$ cat src/rtl/wrxf_pkg.sv
package wrxf_pkg;

    localparam int OCTET_W      = 8;
    localparam int DROP_CLASSES = 9;
    localparam int FC_W         = 10;

    // Bit positions inside the drop enable vector
    localparam int DC_CRC     = 0;
    localparam int DC_PHY     = 1;
    localparam int DC_VERSION = 2;
    localparam int DC_CONTROL = 3;
    localparam int DC_ACKCTS  = 4;
    localparam int DC_TODS    = 5;
    localparam int DC_NOTME   = 6;
    localparam int DC_MCAST   = 7;
    localparam int DC_BCAST   = 8;

    localparam logic [1:0] FT_CONTROL = 2'd1;
    localparam logic [3:0] ST_CTS     = 4'd12;
    localparam logic [3:0] ST_ACK     = 4'd13;

    typedef enum logic [1:0] {
        DS_NONE = 2'b00,  // {from, to}
        DS_TO   = 2'b01,
        DS_FROM = 2'b10,
        DS_WDS  = 2'b11
    } ds_dir_e;

    typedef struct packed {
        logic    ver_err;
        logic    is_ctrl;
        logic    is_ackcts;
        logic    to_ds;
        ds_dir_e dir;
    } fc_info_t;

    typedef struct packed {
        logic group;
        logic bcast;
        logic ucast_me;
        logic my_bss;
    } addr_class_t;

    typedef struct packed {
        logic drop;
        logic ucast_me;
        logic mcast;
        logic bcast;
        logic my_bss;
        logic crc_err;
        logic ofdm;
    } rx_result_t;

    // Compare mask on byte 5 of the BSSID: a set bit takes part
    function automatic logic [OCTET_W-1:0] bss_cmp_mask(input logic [1:0] mode);
        logic [OCTET_W-1:0] m;
        m = '1;
        m[1:0] = ~mode;
        return m;
    endfunction

endpackage

$ cat src/rtl/wrxf_fc_decode.sv
module wrxf_fc_decode
    import wrxf_pkg::*;
(
    input  logic [FC_W-1:0] fc,
    output fc_info_t        info
);
    logic [1:0] version;
    logic [1:0] ftype;
    logic [3:0] subtype;

    always_comb begin
        version = fc[1:0];
        ftype   = fc[3:2];
        subtype = fc[7:4];
        info.ver_err   = (version != 2'd0);
        info.is_ctrl   = (ftype == FT_CONTROL);
        info.is_ackcts = (ftype == FT_CONTROL) &&
                         ((subtype == ST_ACK) || (subtype == ST_CTS));
        info.to_ds     = fc[8];
        info.dir       = ds_dir_e'({fc[9], fc[8]});
    end
endmodule

$ cat src/rtl/wrxf_addr_match.sv
module wrxf_addr_match
    import wrxf_pkg::*;
#(
    parameter int N_BYTES = 6,
    localparam int ADDR_W = N_BYTES * OCTET_W
) (
    input  logic [ADDR_W-1:0]  addr_a,
    input  logic [ADDR_W-1:0]  addr_b,
    input  logic [OCTET_W-1:0] last_mask,
    output logic               match
);
    logic [N_BYTES-1:0] byte_eq;

    for (genvar i = 0; i < N_BYTES; i++) begin : g_byte
        logic [OCTET_W-1:0] diff;
        assign diff = addr_a[i*OCTET_W +: OCTET_W] ^ addr_b[i*OCTET_W +: OCTET_W];
        if (i == N_BYTES - 1) begin : g_last
            assign byte_eq[i] = ((diff & last_mask) == '0);
        end else begin : g_exact
            assign byte_eq[i] = (diff == '0);
        end
    end

    assign match = &byte_eq;
endmodule

$ cat src/rtl/wrxf_drop_decide.sv
module wrxf_drop_decide
    import wrxf_pkg::*;
(
    input  fc_info_t                info,
    input  addr_class_t             cls,
    input  logic                    crc_err,
    input  logic                    phy_err,
    input  logic                    rx_disable,
    input  logic [DROP_CLASSES-1:0] drop_en,
    output logic                    drop
);
    logic [DROP_CLASSES-1:0] hit;

    always_comb begin
        hit             = '0;
        hit[DC_CRC]     = crc_err;
        hit[DC_PHY]     = phy_err;
        hit[DC_VERSION] = info.ver_err;
        hit[DC_CONTROL] = info.is_ctrl;
        hit[DC_ACKCTS]  = info.is_ackcts;
        hit[DC_TODS]    = info.to_ds;
        hit[DC_NOTME]   = !cls.group && !cls.ucast_me;
        hit[DC_MCAST]   = cls.group && !cls.bcast;
        hit[DC_BCAST]   = cls.bcast;
        drop = rx_disable || (|(hit & drop_en));
    end
endmodule

$ cat src/rtl/wlan_rx_filter.sv
module wlan_rx_filter
    import wrxf_pkg::*;
#(
    parameter int ADDR_BYTES = 6,
    localparam int ADDR_W = ADDR_BYTES * OCTET_W
) (
    input  logic                    clk,
    input  logic                    rst,
    input  logic [FC_W-1:0]         hdr_fc,
    input  logic [ADDR_W-1:0]       hdr_addr1,
    input  logic [ADDR_W-1:0]       hdr_addr2,
    input  logic [ADDR_W-1:0]       hdr_addr3,
    input  logic                    eof_valid,
    input  logic                    eof_crc_err,
    input  logic                    eof_phy_err,
    input  logic                    eof_ofdm,
    input  logic [ADDR_W-1:0]       sta_addr,
    input  logic [ADDR_W-1:0]       bssid,
    input  logic [1:0]              bss_mode,
    input  logic [OCTET_W-1:0]      ucast_mask,
    input  logic                    rx_disable,
    input  logic [DROP_CLASSES-1:0] drop_en,
    output logic                    res_valid,
    output logic                    res_drop,
    output logic                    res_ucast_me,
    output logic                    res_mcast,
    output logic                    res_bcast,
    output logic                    res_my_bss,
    output logic                    res_crc_err,
    output logic                    res_ofdm
);
    fc_info_t           info;
    addr_class_t        cls;
    logic [ADDR_W-1:0]  frame_bssid;
    logic               bssid_present;
    logic [OCTET_W-1:0] bss_mask;
    logic [OCTET_W-1:0] me_mask;
    logic               bss_eq;
    logic               me_eq;
    logic               drop_now;
    rx_result_t         res_d;
    rx_result_t         res_q;
    logic               valid_q;

    wrxf_fc_decode u_fc (
        .fc   (hdr_fc),
        .info (info)
    );

    // BSSID field position depends on the distribution-system bits
    always_comb begin
        bssid_present = 1'b1;
        unique case (info.dir)
            DS_NONE: frame_bssid = hdr_addr3;
            DS_FROM: frame_bssid = hdr_addr2;
            DS_TO:   frame_bssid = hdr_addr1;
            default: begin
                frame_bssid   = '0;
                bssid_present = 1'b0;
            end
        endcase
    end

    assign bss_mask = bss_cmp_mask(bss_mode);
    assign me_mask  = bss_mask & ucast_mask;

    wrxf_addr_match #(.N_BYTES(ADDR_BYTES)) u_bss_match (
        .addr_a    (frame_bssid),
        .addr_b    (bssid),
        .last_mask (bss_mask),
        .match     (bss_eq)
    );

    wrxf_addr_match #(.N_BYTES(ADDR_BYTES)) u_me_match (
        .addr_a    (hdr_addr1),
        .addr_b    (sta_addr),
        .last_mask (me_mask),
        .match     (me_eq)
    );

    always_comb begin
        cls.group    = hdr_addr1[0];
        cls.bcast    = &hdr_addr1;
        cls.ucast_me = !hdr_addr1[0] && me_eq;
        cls.my_bss   = bssid_present && bss_eq;
    end

    wrxf_drop_decide u_drop (
        .info       (info),
        .cls        (cls),
        .crc_err    (eof_crc_err),
        .phy_err    (eof_phy_err),
        .rx_disable (rx_disable),
        .drop_en    (drop_en),
        .drop       (drop_now)
    );

    always_comb begin
        res_d.drop     = drop_now;
        res_d.ucast_me = cls.ucast_me;
        res_d.mcast    = cls.group && !cls.bcast;
        res_d.bcast    = cls.bcast;
        res_d.my_bss   = cls.my_bss;
        res_d.crc_err  = eof_crc_err;
        res_d.ofdm     = eof_ofdm;
    end

    always_ff @(posedge clk) begin
        if (rst) begin
            valid_q <= 1'b0;
            res_q   <= '0;
        end else begin
            valid_q <= eof_valid;
            if (eof_valid) begin
                res_q <= res_d;
            end
        end
    end

    assign res_valid    = valid_q;
    assign res_drop     = res_q.drop;
    assign res_ucast_me = res_q.ucast_me;
    assign res_mcast    = res_q.mcast;
    assign res_bcast    = res_q.bcast;
    assign res_my_bss   = res_q.my_bss;
    assign res_crc_err  = res_q.crc_err;
    assign res_ofdm     = res_q.ofdm;
endmodule

$ cat config.mk
export PLATFORM = sky130hd
export DESIGN_NAME = wlan_rx_filter
export DESIGN_NICKNAME = d
export VERILOG_FILES = /design/src/rtl/wrxf_pkg.sv /design/src/rtl/wrxf_fc_decode.sv /design/src/rtl/wrxf_addr_match.sv /design/src/rtl/wrxf_drop_decide.sv /design/src/rtl/wlan_rx_filter.sv
export SDC_FILE = /design/constraint.sdc
export NUM_CORES = 1
export LEC_CHECK = 0
export ABC_AREA = 1
export BUFFER_PORTS_ARGS = -buffer_cell sky130_fd_sc_hd__buf_2
export CAP_MARGIN = 30
export CORE_AREA = 2 2 112 114
export CTS_CLUSTER_DIAMETER = 120
export CTS_CLUSTER_SIZE = 14
export DETAILED_ROUTE_END_ITERATION = 8
export DIE_AREA = 0 0 114 116
export GPL_TIMING_DRIVEN = 0
export MAX_ROUTING_LAYER = met4
export SETUP_SLACK_MARGIN = 0.5
export SYNTH_ARGS = -nofsm -noshare
export SYNTH_HDL_FRONTEND = slang
export SYNTH_HIERARCHICAL = 1
export SYNTH_SLANG_ARGS = --single-unit
$ cat constraint.sdc
create_clock -name clk -period 3.1 [get_ports clk]
set_input_delay 0.465 -clock clk [delete_from_list [all_inputs] [get_ports clk]]
set_output_delay 0.465 -clock clk [all_outputs]
set_load 0.02 [all_outputs]
=== Word-level counts from Yosys, hierarchy flattened ===
Index checks and enable logic that the tools add are counted.

* Bits in latches: 0
* Output and inout port bits: 8
* Memories kept: 0
* RAM bits: 0
* Input port bits: 276
* Memory bits (read-only): 0
* Register bits after elaboration: 8

* Multipliers: 0
* Order comparisons: 0
* Equality and inequality tests: 5
* Bitwise operators: 17
* Reduce and logical (&&, ||, !) cells: 29
* Shifts and indexed selects: 0
* $add $sub $neg: 0
* Divide/modulo/power cells: 0
* Mux-type cells: 2

{| class="wikitable"
|+ Operators by type and width
! cell !! number
|-
| one-hot mux 48 bit (3 select lines) || 1
|-
| zero test 8 bit || 12
|-
| bitwise XOR 8 bit || 12
|-
| AND reduction 48 bit || 1
|-
| AND 8 bit || 3
|-
| AND reduction 6 bit || 2
|-
| AND 9 bit || 1
|-
| OR reduction 9 bit || 1
|-
| equality test 4 bit (second input constant) || 2
|-
| logical AND 1 bit || 5
|-
| equality test 2 x 1 -> 1 bit (second input constant) || 2
|-
| zero test 1 bit || 3
|-
| OR reduction 3 bit || 1
|-
| equality test 2 bit (second input constant) || 1
|-
| zero test 2 bit || 1
|-
| logical OR 1 bit || 2
|-
| inverter 2 bit || 1
|-
| nonzero test 2 bit || 1
|-
| two-way mux 1 bit || 1
|}

=== Logic depth before layout (Yosys ltp) ===
Gate-level depths: netlist (run 1).

* Word-level depth: 11
* Mapped depth: 18
* Mapped depth without buffers: 18

=== By module ===
Netlist (run 1), hierarchy kept.

{| class="wikitable"
|+ By module, submodules not included
! module !! times used !! area an instance (um2) !! seq. area each (um2) !! cells an instance
|-
| wlan_rx_filter || 1 || 1756.7 || 160.2 || 327
|-
| wrxf_addr_match || 2 || 792.0 || 0.0 || 167
|-
| wrxf_drop_decide || 1 || 81.3 || 0.0 || 21
|-
| wrxf_fc_decode || 1 || 52.6 || 0.0 || 10
|}

=== Worst setup path after synthesis (run 1) ===
No wires, ideal clock.

* Path type: input to register
* Start: input port hdr_fc[8]
* End: register res_q, in the netlist res_my_bss
* Stages: 17
* Slack: 0.971 ns
* Library setup time: 0.057 ns
* Path buffers: 3
* Data arrival time: 2.073 ns
* Cell sequence: buf_4 -> inv_2 -> buf_2 -> clkbuf_1 -> nand3_1 -> o211ai_2 -> nand2_1 -> nand2_1 -> nor2_1 -> nor2_1 -> nand3_2 -> nor2_1 -> nand2_1 -> nor2_2 -> a21boi_0 -> o21ai_0 -> inv_1

{| class="wikitable"
|+ RTL lines
! item !! line !! source
|-
| start, declared || wlan_rx_filter.sv:9 || <nowiki>input logic [FC_W-1:0] hdr_fc,</nowiki>
|-
| end signal, assigned || wlan_rx_filter.sv:115 || <nowiki>res_q <= res_d;</nowiki>
|-
| end, declared || wlan_rx_filter.sv:42 || <nowiki>rx_result_t res_q;</nowiki>
|}

==> summary.txt, run 1 <==
Routing
  • Antenna viol nets, final: 0
  • Wire per inst: 13.0 µm
  • DR DRC count: 0
  • Pre-Repair DR Iteration Count: 4
  • Starting DRC count in detailed routing: 218
  • Vias: 5005
  • Number of vias per cell: 4.44
  • Drt total wl: 14.6 mm

Clock tree
  • CTS tree: yes
  • Insertion delay to the later sink of the worst-skew pair: 0.23 ns
  • Num CTS Buffers: 3
  • Root Driver: clkbuf_16
  • Worst-path clk slew: 0.04 ns
  • Clock sink count: 8
  • Max Root-Sink Buffers: 2
  • Htree depth: 1

Die
  • Initial Util: 29.2%
  • Num rows: 40
  • # IOs: 284
  • Die height: 116 µm
  • Die footprint: 13200 µm²
  • Die X-Extent: 114 µm
  • Core box area: 11900 µm²

Synth
  • Count of different cell masters after synthesis: 23
  • Synth top area cells: nand2_1 25%, inv_1 13%, nor2_1 11%
  • Primary FF master, synth: dfxtp_1
  • Simple-Gate Fraction of Synth Area: 50.5%
  • Adder-cell share of the synthesized area: 0%
  • XOR/XNOR Fraction of Synth Area: 12.6%
  • Mux share of post-synthesis cell area: 0%
  • EDFF count, synth: 0
  • Commonest cells in the netlist: 234 x nand2_1, 122 x inv_1, 106 x nor2_1
  • Avg Inst Size Synth: 5.02 µm²
  • Count leader, synth: nand2_1
  • Mapped Area: 3470 µm²
  • Synth area leader: nand2_1
  • FF+latch count, synth: 8
  • Compound-Gate Fraction of Synth Area: 15.0%
  • Mapped Cells: 692
  • Largest family of logic cells by synthesized area: simple AND/OR/NAND/NOR gates
  • Register area share after synthesis: 4.61%
  • Synth warnings: 6
  • Asr flop ratio synth: 0%
  • Share of the synthesized area in the top cell type: 25.3%

Final layout
  • Multi-input logic area: 2740 µm²
  • Final Instance Count excl. Fillers: 1126
  • Ratio of cells with drive above 1 in the final layout: 34.0%
  • Core Util, Final: 43.5%
  • Area grow syn2layout: 49.0%
  • Register area: 160 µm²
  • Number of nets in the layout: 1257
  • Fill count: 1382
  • Final antenna diode count: 0

Setup path
  • Worst Path Required: 3.28 ns
  • CP Max Fanout: 10
  • Worst r2r dst: res_my_bss
  • Setup Crit Path Kind: in2reg
  • Arrival @ worst endpoint: 2.51 ns
  • Path depth of the worst reg2reg path: 4
  • Startpoint types: input pin
  • CP Capture Type: flip-flop
  • R2r startpoint: res_my_bss
  • Reg2reg setup slack: 2.43 ns

Run
  • MaxCap Viol Count: 0

STA
  • Setup TNS Final: 0 ns
  • RSZ-0062 raised after global routing: no
  • Final critical-path required period: 2.33 ns
  • Fin crit share: 75.3%
  • Final Max Tran Viols: 0
  • # setup viols final: 0
  • Endpoints failing hold: 0
  • Worst Clk Skew: 0 ns
  • Max Fclk: 429 MHz

Placed design
  • Placed wire-length estimate: 12.7 mm
  • Dpl cells: 1123
  • Routability Congestion: 0.861
  • Port Buffers: 279

Global route
  • Met2 GRT Util: 39.9%
  • First-pass GRT wire length: 21.8 mm
  • GRT met3 Usage: 1.88%
  • Initial antenna violation count: 0
  • Grt total ovfl: 0
  • GRT Max-Usage Layer: met2
  • GRT Overall Usage: 21.4%
  • Vias in the first global route: 4571
  • Met1 Use GR: 25.2%
  • Largest net degree at the start of global routing: 11

Pwr
  • Pwr dens: 183 nW/µm²
  • Leak Pwr: 3.10 nW
  • VDD IR-drop max: 103 µV

Worst hold path
  • Hold Path Class: in2reg
  • WHS Endpoint: res_valid
  • Hold path depth: 2
  • Hold Crit Start: rst

Status
  • Status: finished clean
## metal layers
metal  vias to the layer above  wire length [µm]
met3                        17               948
met5                         -                 0
li1                       2680                 -
met1                      2113              6080
met2                       195              7370
met4                         0               216
## stage by stage
step / power [mW] / hold WS, ns / instance area (µm²) / worst slack [ns]
final: 0.947 / 0.428 / 5180 / 0.767
after global placement: 0.722 / 0.489 / 5070 / 0.0441
after global routing: 1.04 / 0.441 / 5180 / 0.502
after CTS: 0.950 / 0.426 / 5150 / 0.515
after detailed placement: 0.727 / 0.490 / 5070 / 0.0445
after floorplan: 0.447 / 0.537 / 3490 / 0.971
## critical path: stages
cell and delay (ns):
buf_4 0.13, or2_1 0.25, buf_6 0.17, buf_6 0.16, o211ai_2 0.15, inv_1 0.06
nand2_1 0.05, nand2_1 0.04, nor2_1 0.14, nand2_1 0.08, nor2_1 0.15, nand3_1 0.11
nor2_2 0.10, a21boi_1 0.25, o21ai_0 0.13, inv_1 0.06
## layout by cell type, fill, tap and decap left out
cell type    n
clkbuf_16    3
clkbuf_4     5
conb_1       6
o21ai_0      6
clkbuf_1     6
clkbuf_2     2
buf_6        4
nor2_2       8
o211ai_2    20
buf_4        4
a21boi_1     1
dfxtp_1      8
or2_1        8
nand3_1     65
or2_0        4
o21ai_1      2
o211ai_1    29
nand2_1    234
nand3_2      4
nor2_1     104
xor2_1      22
inv_1      122
buf_2      282
inv_2        1
a21oi_1      1
xnor2_1     28
## cells by family (layout without fill, tap and decap cells)
| logic type | Yosys count | after routing |
|---|---|---|
| AND/OR/NAND/NOR | 427 | 427 |
| other | 1 | 6 |
| AO/OA/AOI/OAI | 59 | 59 |
| flip-flops | 8 | 8 |
| buffers and inverters | 147 | 429 |
| XOR/XNOR | 50 | 50 |
## how the worst max path moves through the flow
stage	depth (start not counted)	end	start
after floorplan	17	res_my_bss	hdr_fc[8]
after global placement	16	res_my_bss	hdr_fc[8]
after detailed placement	16	res_my_bss	hdr_fc[8]
after CTS	17	res_my_bss	hdr_fc[9]
after global routing	17	res_my_bss	hdr_fc[8]
final	16	res_my_bss	hdr_fc[9]
## registers in the layout, summed over array words and instances (netlist names)
| register | cells |
|---|---|
| res_ucast_me | 1 |
| res_crc_err | 1 |
| res_bcast | 1 |
| res_mcast | 1 |
| res_my_bss | 1 |
| res_valid | 1 |
| res_drop | 1 |
| res_ofdm | 1 |
## what timing repair did
action,in CTS,in global routing
pin swaps,0,0
buffers inserted,0,0
hold buffers,0,0
resized for setup,4,14
endpoints found under the hold margin,0,0
setup endpoints to repair,1,1
## power breakdown
part           switching (mW)  internal, mW
registers             0.00266         0.110
logic                   0.321         0.294
clock network          0.0529         0.166
## cell type report
cell class	instances	share of cell area (%)
repair buffers	279	27.0
multi-input cells	542	52.9
well taps	147	3.55
flip-flops and latches	8	3.09
inverters	123	8.92
clock buffers	3	1.45
plain buffers	24	3.09
Power figures use the tool's default switching activity.
==> run 2: changes to the inputs <==
--- a/config.mk
+++ b/config.mk
@@ -5,14 +5,14 @@
 export SDC_FILE = /design/constraint.sdc
 export NUM_CORES = 1
 export LEC_CHECK = 0
-export ABC_AREA = 1
+export ABC_AREA = 0
 export BUFFER_PORTS_ARGS = -buffer_cell sky130_fd_sc_hd__buf_2
 export CAP_MARGIN = 30
-export CORE_AREA = 2 2 112 114
+export CORE_AREA = 2 2 111 113
 export CTS_CLUSTER_DIAMETER = 120
 export CTS_CLUSTER_SIZE = 14
 export DETAILED_ROUTE_END_ITERATION = 8
-export DIE_AREA = 0 0 114 116
+export DIE_AREA = 0 0 113 115
 export GPL_TIMING_DRIVEN = 0
 export MAX_ROUTING_LAYER = met4
 export SETUP_SLACK_MARGIN = 0.5
==> constraint.sdc (replaced) <==
create_clock -name clk -period 2 [get_ports clk]
set_input_delay 0.3 -clock clk [delete_from_list [all_inputs] [get_ports clk]]
set_output_delay 0.3 -clock clk [all_outputs]
set_load 0.02 [all_outputs]
==> run 2 against run 1 <==
Combinational power up 53%. Via count down 26%. Power up 53%. Worst hold slack worse by 0.11 ns. Flip-flop and latch count unchanged. Clock power up 53%. The run now ends with design-rule violations, negative setup slack left. Synthesized area down 23%. Register-to-register slack worse by 1.1 ns. Sequential power up 51%. Wire length down 0.31%.
==> summary.txt, run 2 <==
Status
  • Status: complete, but fails checks (was finished clean)
  • Violated checks: design-rule violations, negative setup slack

Die
  • Core box area: 11800 µm² (was 11900 µm²)
  • Initial Util: 22.6% (was 29.2%)
  • Num rows: 40 (unchanged)
  • Die footprint: 13000 µm² (was 13200 µm²)
  • Die height: 115 µm (was 116 µm)
  • Die X-Extent: 113 µm (was 114 µm)
  • # IOs: 284 (unchanged)

Run
  • MaxCap Viol Count: 0 (unchanged)

Clock tree
  • Clock sink count: 8 (unchanged)
  • Worst-path clk slew: 0.04 ns (about the same)
  • Num CTS Buffers: 3 (unchanged)
  • CTS Hold Bufs: 0 (unchanged)
  • CTS tree: yes (unchanged)
  • Root Driver: clkbuf_16 (unchanged)
  • Htree depth: 1 (unchanged)
  • Insertion delay to the later sink of the worst-skew pair: 0.23 ns (about the same)
  • Max Root-Sink Buffers: 2 (unchanged)

Setup path
  • Largest stage delay on the critical path: 0.33 ns (was 0.25 ns)
  • Worst Setup EP: res_my_bss (unchanged)
  • Crit path launch: hdr_fc[9] (unchanged)
  • R2r startpoint: res_mcast (was res_my_bss)
  • CP Capture Type: flip-flop (unchanged)
  • Startpoint types: input pin (unchanged)
  • Path depth of the worst reg2reg path: 2 (was 4)
  • Worst Path Required: 2.17 ns (was 3.28 ns)
  • CP Max Fanout: 8 (was 10)
  • Critical-path top delay cell: nor4_2 (was or2_1)
  • Critical path cell sequence: buf_6, buf_8, and2b_2, buf_8, buf_12, buf_12, nand2_2, o21ai_1, xor2_1, nor4_1, nand4_1, nor4_2, a21boi_2, mux2i_1, nor2_1 (was buf_4, or2_1, buf_6, buf_6, o211ai_2, inv_1, nand2_1, nand2_1, nor2_1, nand2_1, nor2_1, nand3_1, nor2_2, a21boi_1, o21ai_0, inv_1)
  • Family with the most delay on the worst path: simple AND/OR/NAND/NOR gates (unchanged)
  • Arrival @ worst endpoint: 2.53 ns (was 2.51 ns)
  • Reg2reg setup slack: 1.36 ns (was 2.43 ns)
  • Worst path depth: 15 (was 16)
  • Setup Crit Path Kind: in2reg (unchanged)
  • CP Buf/Inv Count: 5 (unchanged)
  • Worst r2r dst: res_mcast (was res_my_bss)

Final layout
  • Fill count: 1262 (was 1382)
  • Most frequent cells in the layout: 276 x buf_2, 92 x xor2_1, 54 x mux2i_1 (was 282 x buf_2, 234 x nand2_1, 122 x inv_1)
  • Post-route cell area: 4700 µm² (was 5180 µm²)
  • Register area: 160 µm² (unchanged)
  • Core Util, Final: 39.8% (was 43.5%)
  • Commonest non-fill, non-tap cell in the layout: buf_2 (unchanged)
  • Number of nets in the layout: 933 (was 1257)
  • Area grow syn2layout: 76.2% (was 49.0%)
  • Multi-input logic area: 2540 µm² (was 2740 µm²)
  • Ratio of cells with drive above 1 in the final layout: 52.2% (was 34.0%)

Pwr
  • Pwr dens: 308 nW/µm² (was 183 nW/µm²)
  • VDD IR-drop max: 219 µV (was 103 µV)
  • Leak Pwr: 2.43 nW (was 3.10 nW)
  • Tot Pwr: 1.45 mW (was 0.947 mW)

STA
  • Endpoints failing hold: 0 (unchanged)
  • Setup TNS Final: -0.394 ns (was 0 ns)
  • # setup viols final: 2 (was 0)
  • Worst Hold Slack: 0.320 ns (was 0.428 ns)
  • Final critical-path required period: 2.36 ns
  • Slew @ Worst Pin: 0.506 ns
  • Max-slew headroom: 66.0%
  • RSZ-0062 raised after global routing: yes (was no)
  • Final setup margin: -0.363 ns (was 0.767 ns)
  • Max Fclk: 423 MHz
  • Worst Clk Skew: 0 ns (unchanged)
  • Final Max Tran Viols: 0 (unchanged)
  • Fin crit share: 118%

Routing
  • Drt total wl: 14.6 mm (about the same)
  • Vias: 3717 (was 5005)
  • Top layer in use: met4 (unchanged)
  • Antenna viol nets, final: 0 (unchanged)
  • Starting DRC count in detailed routing: 224 (was 218)
  • Met2 WL: 7.46 mm (was 7.37 mm)
  • Wire per inst: 18.1 µm (was 13.0 µm)
  • WL met1: 6.04 mm (was 6.08 mm)
  • Pre-Repair DR Iteration Count: 6 (was 4)
  • Wire length on met3: 900 µm (was 948 µm)
  • DR DRC count: 19 (was 0)
  • Number of vias per cell: 4.63 (was 4.44)

Synth
  • EDFF count, synth: 0 (unchanged)
  • Register area share after synthesis: 6.01% (was 4.61%)
  • Share of the synthesized area in the top cell type: 31.5% (was 25.3%)
  • Asr flop ratio synth: 0% (unchanged)
  • Synth top area cells: xor2_1 32%, mux2i_1 20%, nand2_1 7.0% (was nand2_1 25%, inv_1 13%, nor2_1 11%)
  • Avg Inst Size Synth: 7.45 µm² (was 5.02 µm²)
  • Mapped Cells: 358 (was 692)
  • Count leader, synth: xor2_1 (was nand2_1)
  • Mapped Area: 2670 µm² (was 3470 µm²)
  • Synth area leader: xor2_1 (was nand2_1)
  • Count of different cell masters after synthesis: 30 (was 23)
  • Commonest cells in the netlist: 96 x xor2_1, 54 x mux2i_1, 50 x nand2_1 (was 234 x nand2_1, 122 x inv_1, 106 x nor2_1)
  • Primary FF master, synth: dfxtp_1 (unchanged)
  • Synth warnings: 6 (unchanged)
  • FF+latch count, synth: 8 (unchanged)

Placed design
  • Area after DPL: 4290 µm² (was 5070 µm²)
  • Port Buffers: 278 (was 279)
  • Routability Congestion: 0.891 (was 0.861)
  • Placed wire-length estimate: 12.6 mm (was 12.7 mm)

Global route
  • Initial antenna violation count: 1 (was 0)
  • Largest net degree at the start of global routing: 11 (unchanged)
  • First-pass GRT wire length: 20.5 mm (was 21.8 mm)
  • Grt total ovfl: 0 (unchanged)
  • Vias in the first global route: 3771 (was 4571)
  • GRT Overall Usage: 21.4% (about the same)

Worst hold path
  • Hold Path Class: in2reg (unchanged)
[run 2: metal layers]
| layer | global-route usage [%] | vias up |
|---|---|---|
| met5 | - | - |
| met3 | 1.69 | 12 |
| met1 | 26.0 | 1665 |
| li1 | - | 1868 |
| met2 | 39.4 | 172 |
| met4 | 3.09 | 0 |
[run 2: kinds of logic (layout without fill, tap and decap cells)]
| group | count (synthesis) | after routing | share of synthesized area [%] |
|---|---|---|---|
| simple gates | 112 | 112 | 22.9 |
| xor+xnor | 96 | 96 | 31.5 |
| compound gates | 63 | 63 | 13.4 |
| mux | 54 | 54 | 20.3 |
| buf+inv | 24 | 316 | 5.68 |
| flops | 8 | 8 | 6.01 |
| other cells | 1 | 7 | 0.141 |
[run 2: per-stage QoR]
| stage | worst slack, ns | std cells |
|---|---|---|
| 6_report | -0.363 | 803 |
| 5_1_grt | -0.536 | 803 |
| 4_1_cts | -0.396 | 801 |
| 3_5_place_dp | -0.847 | 788 |
| 3_3_place_gp | -0.837 | 788 |
| 2_1_floorplan | -0.165 | 363 |
[run 2: worst min-delay path by stage]
| stage | start | end | slack [ns] | cells past startpoint |
|---|---|---|---|---|
| global route | eof_ofdm | res_ofdm | 0.33 | 3 |
| floorplan | eof_crc_err | res_crc_err | 0.45 | 2 |
| detailed placement | res_bcast | res_bcast | 0.46 | 2 |
| global placement | res_bcast | res_bcast | 0.46 | 2 |
| CTS | eof_ofdm | res_ofdm | 0.32 | 3 |
| finish | eof_ofdm | res_ofdm | 0.32 | 3 |
[run 2: what timing repair did]
item / CTS / global route
pin swaps: 24 / 13
buffers inserted: 10 / 1
endpoints found under the setup margin: 5 / 3
gates resized for setup: 34 / 18
[run 2: power by group]
part,total (mW),switching (mW),internal [mW]
registers,0.169,0.00268,0.167
logic,0.942,0.479,0.463
clock network,0.336,0.0784,0.258
[run 2: cell type report]
type,instances,share of cell area [%]
Antenna cell,1,0.0533
Buffer,21,4.08
Clock buffer,3,1.60
Inverter,3,0.240
Multi-Input combinational cell,331,54.2
Sequential cell,8,3.41
Tap cell,147,3.92
Timing Repair Buffer,289,32.6
[run 2: worst reg2reg max path, stage by stage (launching register included)]
cell	delay [ns]
dfxtp_1	0.32
mux2i_1	0.07
nor3b_1	0.16
==> run 3: changes to the inputs <==
--- a/config.mk
+++ b/config.mk
@@ -5,16 +5,17 @@
 export SDC_FILE = /design/constraint.sdc
 export NUM_CORES = 1
 export LEC_CHECK = 0
-export ABC_AREA = 0
+export ABC_AREA = 1
 export BUFFER_PORTS_ARGS = -buffer_cell sky130_fd_sc_hd__buf_2
 export CAP_MARGIN = 30
-export CORE_AREA = 2 2 111 113
+export CORE_AREA = 2 2 109 111
 export CTS_CLUSTER_DIAMETER = 120
-export CTS_CLUSTER_SIZE = 14
+export CTS_CLUSTER_SIZE = 20
 export DETAILED_ROUTE_END_ITERATION = 8
-export DIE_AREA = 0 0 113 115
+export DIE_AREA = 0 0 111 113
 export GPL_TIMING_DRIVEN = 0
 export MAX_ROUTING_LAYER = met4
+export PLACE_DENSITY = 0.68
 export SETUP_SLACK_MARGIN = 0.5
 export SYNTH_ARGS = -nofsm -noshare
 export SYNTH_HDL_FRONTEND = slang
==> run 3 against run 2 <==
The run ends with negative setup slack left. Global-route usage grew 1.6 points. Via count grew 36%. Worst setup slack gained 0.31 ns. Worst hold slack lost 0.040 ns. Fmax grew 15%. First-iteration DRC count shrank 13%. Critical path type unchanged. Largest cell class unchanged.
==> summary.txt, run 3 (synthesized netlist as in run 1, its figures left out) <==
Status
  • Status: complete, but fails checks (unchanged)
  • Violated checks: negative setup slack (was design-rule violations, negative setup slack)

Clock tree
  • Htree depth: 1 (unchanged)
  • Max Root-Sink Buffers: 2 (unchanged)
  • CTS tree: yes (unchanged)
  • Worst-path clk slew: 0.04 ns (about the same)
  • Insertion delay to the later sink of the worst-skew pair: 0.23 ns (about the same)
  • Clock sink count: 8 (unchanged)
  • Root Driver: clkbuf_16 (unchanged)
  • Num CTS Buffers: 3 (unchanged)

Setup path
  • Path depth of the worst reg2reg path: 4 (was 2)
  • Reg2reg setup slack: 1.36 ns (about the same)
  • Critical-path top delay cell: or2_4 (was nor4_2)
  • CP Max Fanout: 6 (was 8)
  • Most frequent CP cell: nand2_1
  • Setup Crit Path Kind: in2reg (unchanged)
  • Largest stage delay on the critical path: 0.26 ns (was 0.33 ns)
  • CP Capture Type: flip-flop (unchanged)
  • R2r startpoint: res_my_bss (was res_mcast)
  • Worst Path Required: 2.18 ns (was 2.17 ns)
  • Arrival @ worst endpoint: 2.23 ns (was 2.53 ns)
  • Critical path cell sequence: buf_12, inv_6, or2_4, buf_12, buf_16, o211ai_2, inv_1, nand2_1, nand2_1, nor2_1, nand2_1, nor2_2, nand3_1, nor2_2, a21boi_4, o21ai_1, inv_1 (was buf_6, buf_8, and2b_2, buf_8, buf_12, buf_12, nand2_2, o21ai_1, xor2_1, nor4_1, nand4_1, nor4_2, a21boi_2, mux2i_1, nor2_1)
  • Crit path launch: hdr_fc[8] (was hdr_fc[9])
  • Startpoint types: input pin (unchanged)

STA
  • Endpoints failing hold: 0 (unchanged)
  • Fin crit share: 103% (was 118%)
  • Worst Clk Skew: 0 ns (unchanged)
  • Max Fclk: 487 MHz (was 423 MHz)
  • # setup viols final: 1 (was 2)
  • Final setup margin: -0.0513 ns (was -0.363 ns)
  • Final Max Tran Viols: 0 (unchanged)
  • Slew @ Worst Pin: 0.518 ns (was 0.506 ns)
  • Max-slew headroom: 65.5% (was 66.0%)
  • Final critical-path required period: 2.05 ns (was 2.36 ns)
  • RSZ-0062 raised after global routing: yes (unchanged)

Routing
  • Number of vias per cell: 4.47 (was 4.63)
  • DR DRC count: 0 (was 19)
  • Vias: 5046 (was 3717)
  • Antenna viol nets, final: 0 (unchanged)
  • Pre-Repair DR Iteration Count: 4 (was 6)
  • Wire per inst: 13.1 µm (was 18.1 µm)
  • Drt total wl: 14.7 mm (was 14.6 mm)
  • Starting DRC count in detailed routing: 194 (was 224)

Global route
  • Largest net degree at the start of global routing: 11 (unchanged)
  • Grt total ovfl: 0 (unchanged)
  • Initial antenna violation count: 0 (was 1)
  • GRT Overall Usage: 22.9% (was 21.4%)
  • First-pass GRT wire length: 23.0 mm (was 20.5 mm)
  • Vias in the first global route: 4925 (was 3771)

Placed design
  • Port Buffers: 279 (was 278)
  • Placed wire-length estimate: 12.6 mm (about the same)
  • Routability Congestion: 0.872 (was 0.891)
  • Area after DPL: 5080 µm² (was 4290 µm²)
  • Dpl cells: 1119 (was 788)
  • Dpl ws: -0.571 ns (was -0.847 ns)

Final layout
  • Most frequent cells in the layout: 274 x buf_2, 227 x nand2_1, 119 x inv_1 (was 276 x buf_2, 92 x xor2_1, 54 x mux2i_1)
  • Area grow syn2layout: 60.5% (was 76.2%)
  • Final antenna diode count: 0 (was 1)
  • Final Instance Count excl. Fillers: 1130 (was 803)
  • Number of nets in the layout: 1265 (was 933)
  • Post-route cell area: 5580 µm² (was 4700 µm²)
  • Ratio of cells with drive above 1 in the final layout: 38.6% (was 52.2%)
  • Commonest non-fill, non-tap cell in the layout: buf_2 (unchanged)

Worst hold path
  • Hold path depth: 2 (was 3)
  • Hold Path Class: in2reg (unchanged)
  • Hold Crit Start: rst (was eof_ofdm)

Die
  • Die height: 113 µm (was 115 µm)
  • Die X-Extent: 111 µm (was 113 µm)
  • # IOs: 284 (unchanged)
  • Initial Util: 30.8% (was 22.6%)
  • Num rows: 39 (was 40)
  • Die footprint: 12500 µm² (was 13000 µm²)
  • Core box area: 11300 µm² (was 11800 µm²)

Pwr
  • Leak Pwr: 3.24 nW (was 2.43 nW)
  • Pwr dens: 282 nW/µm² (was 308 nW/µm²)
  • VDD IR-drop max: 254 µV (was 219 µV)

Run
  • MaxCap Viol Count: 0 (unchanged)
## run 3: worst paths after layout
kind	to
worst max-delay path	res_my_bss
worst min-delay path	res_valid
worst max register to register	res_my_bss
worst min register to register	res_ofdm
## run 3: cell type report
cell class	instances	area, µm²
well taps	143	179
repair buffers	287	1520
clock buffers	3	75.1
plain buffers	24	221
inverters	123	467
flip-flops and latches	8	160
multi-input cells	542	2960
fillers	1225	5700
## run 3: report_power, final
group,switching [mW],internal [mW]
registers,0.00371,0.170
clock network,0.0773,0.258
logic,0.548,0.516
total,0.629,0.944
## run 3: metrics by stage
step | TNS, ns | hold WS (ns) | power (mW) | utilization [%]
floorplan | 0 | 0.372 | 0.697 | -
global placement | -0.565 | 0.479 | 1.13 | 45.1
detailed placement | -0.571 | 0.491 | 1.14 | 45.1
CTS | -0.0614 | 0.270 | 1.52 | 47.2
global route | -0.174 | 0.298 | 1.72 | 49.5
finish | -0.0513 | 0.280 | 1.57 | 49.5
## run 3: worst max-delay path: cells and delay by family
family                 cells  cell delay [ns]
AOI/OAI and AO/OA          3             0.42
buffers and inverters      6             0.50
and+or+nand+nor            8             0.98
## run 3: timing repair
item                       CTS  global route
buffers inserted             2             5
resized for setup           38            59
cloned                       1             0
setup endpoints to repair    2             2
pin swaps                   17            45
hold buffers                 0             0
## run 3: metal layers
metal	share of wire [%]	vias up	GRT usage [%]
li1	-	2700	-
met1	42	2148	26.2
met2	51	185	43.8
met3	5.8	13	2.36
met4	1.1	0	4.08
met5	0	-	-
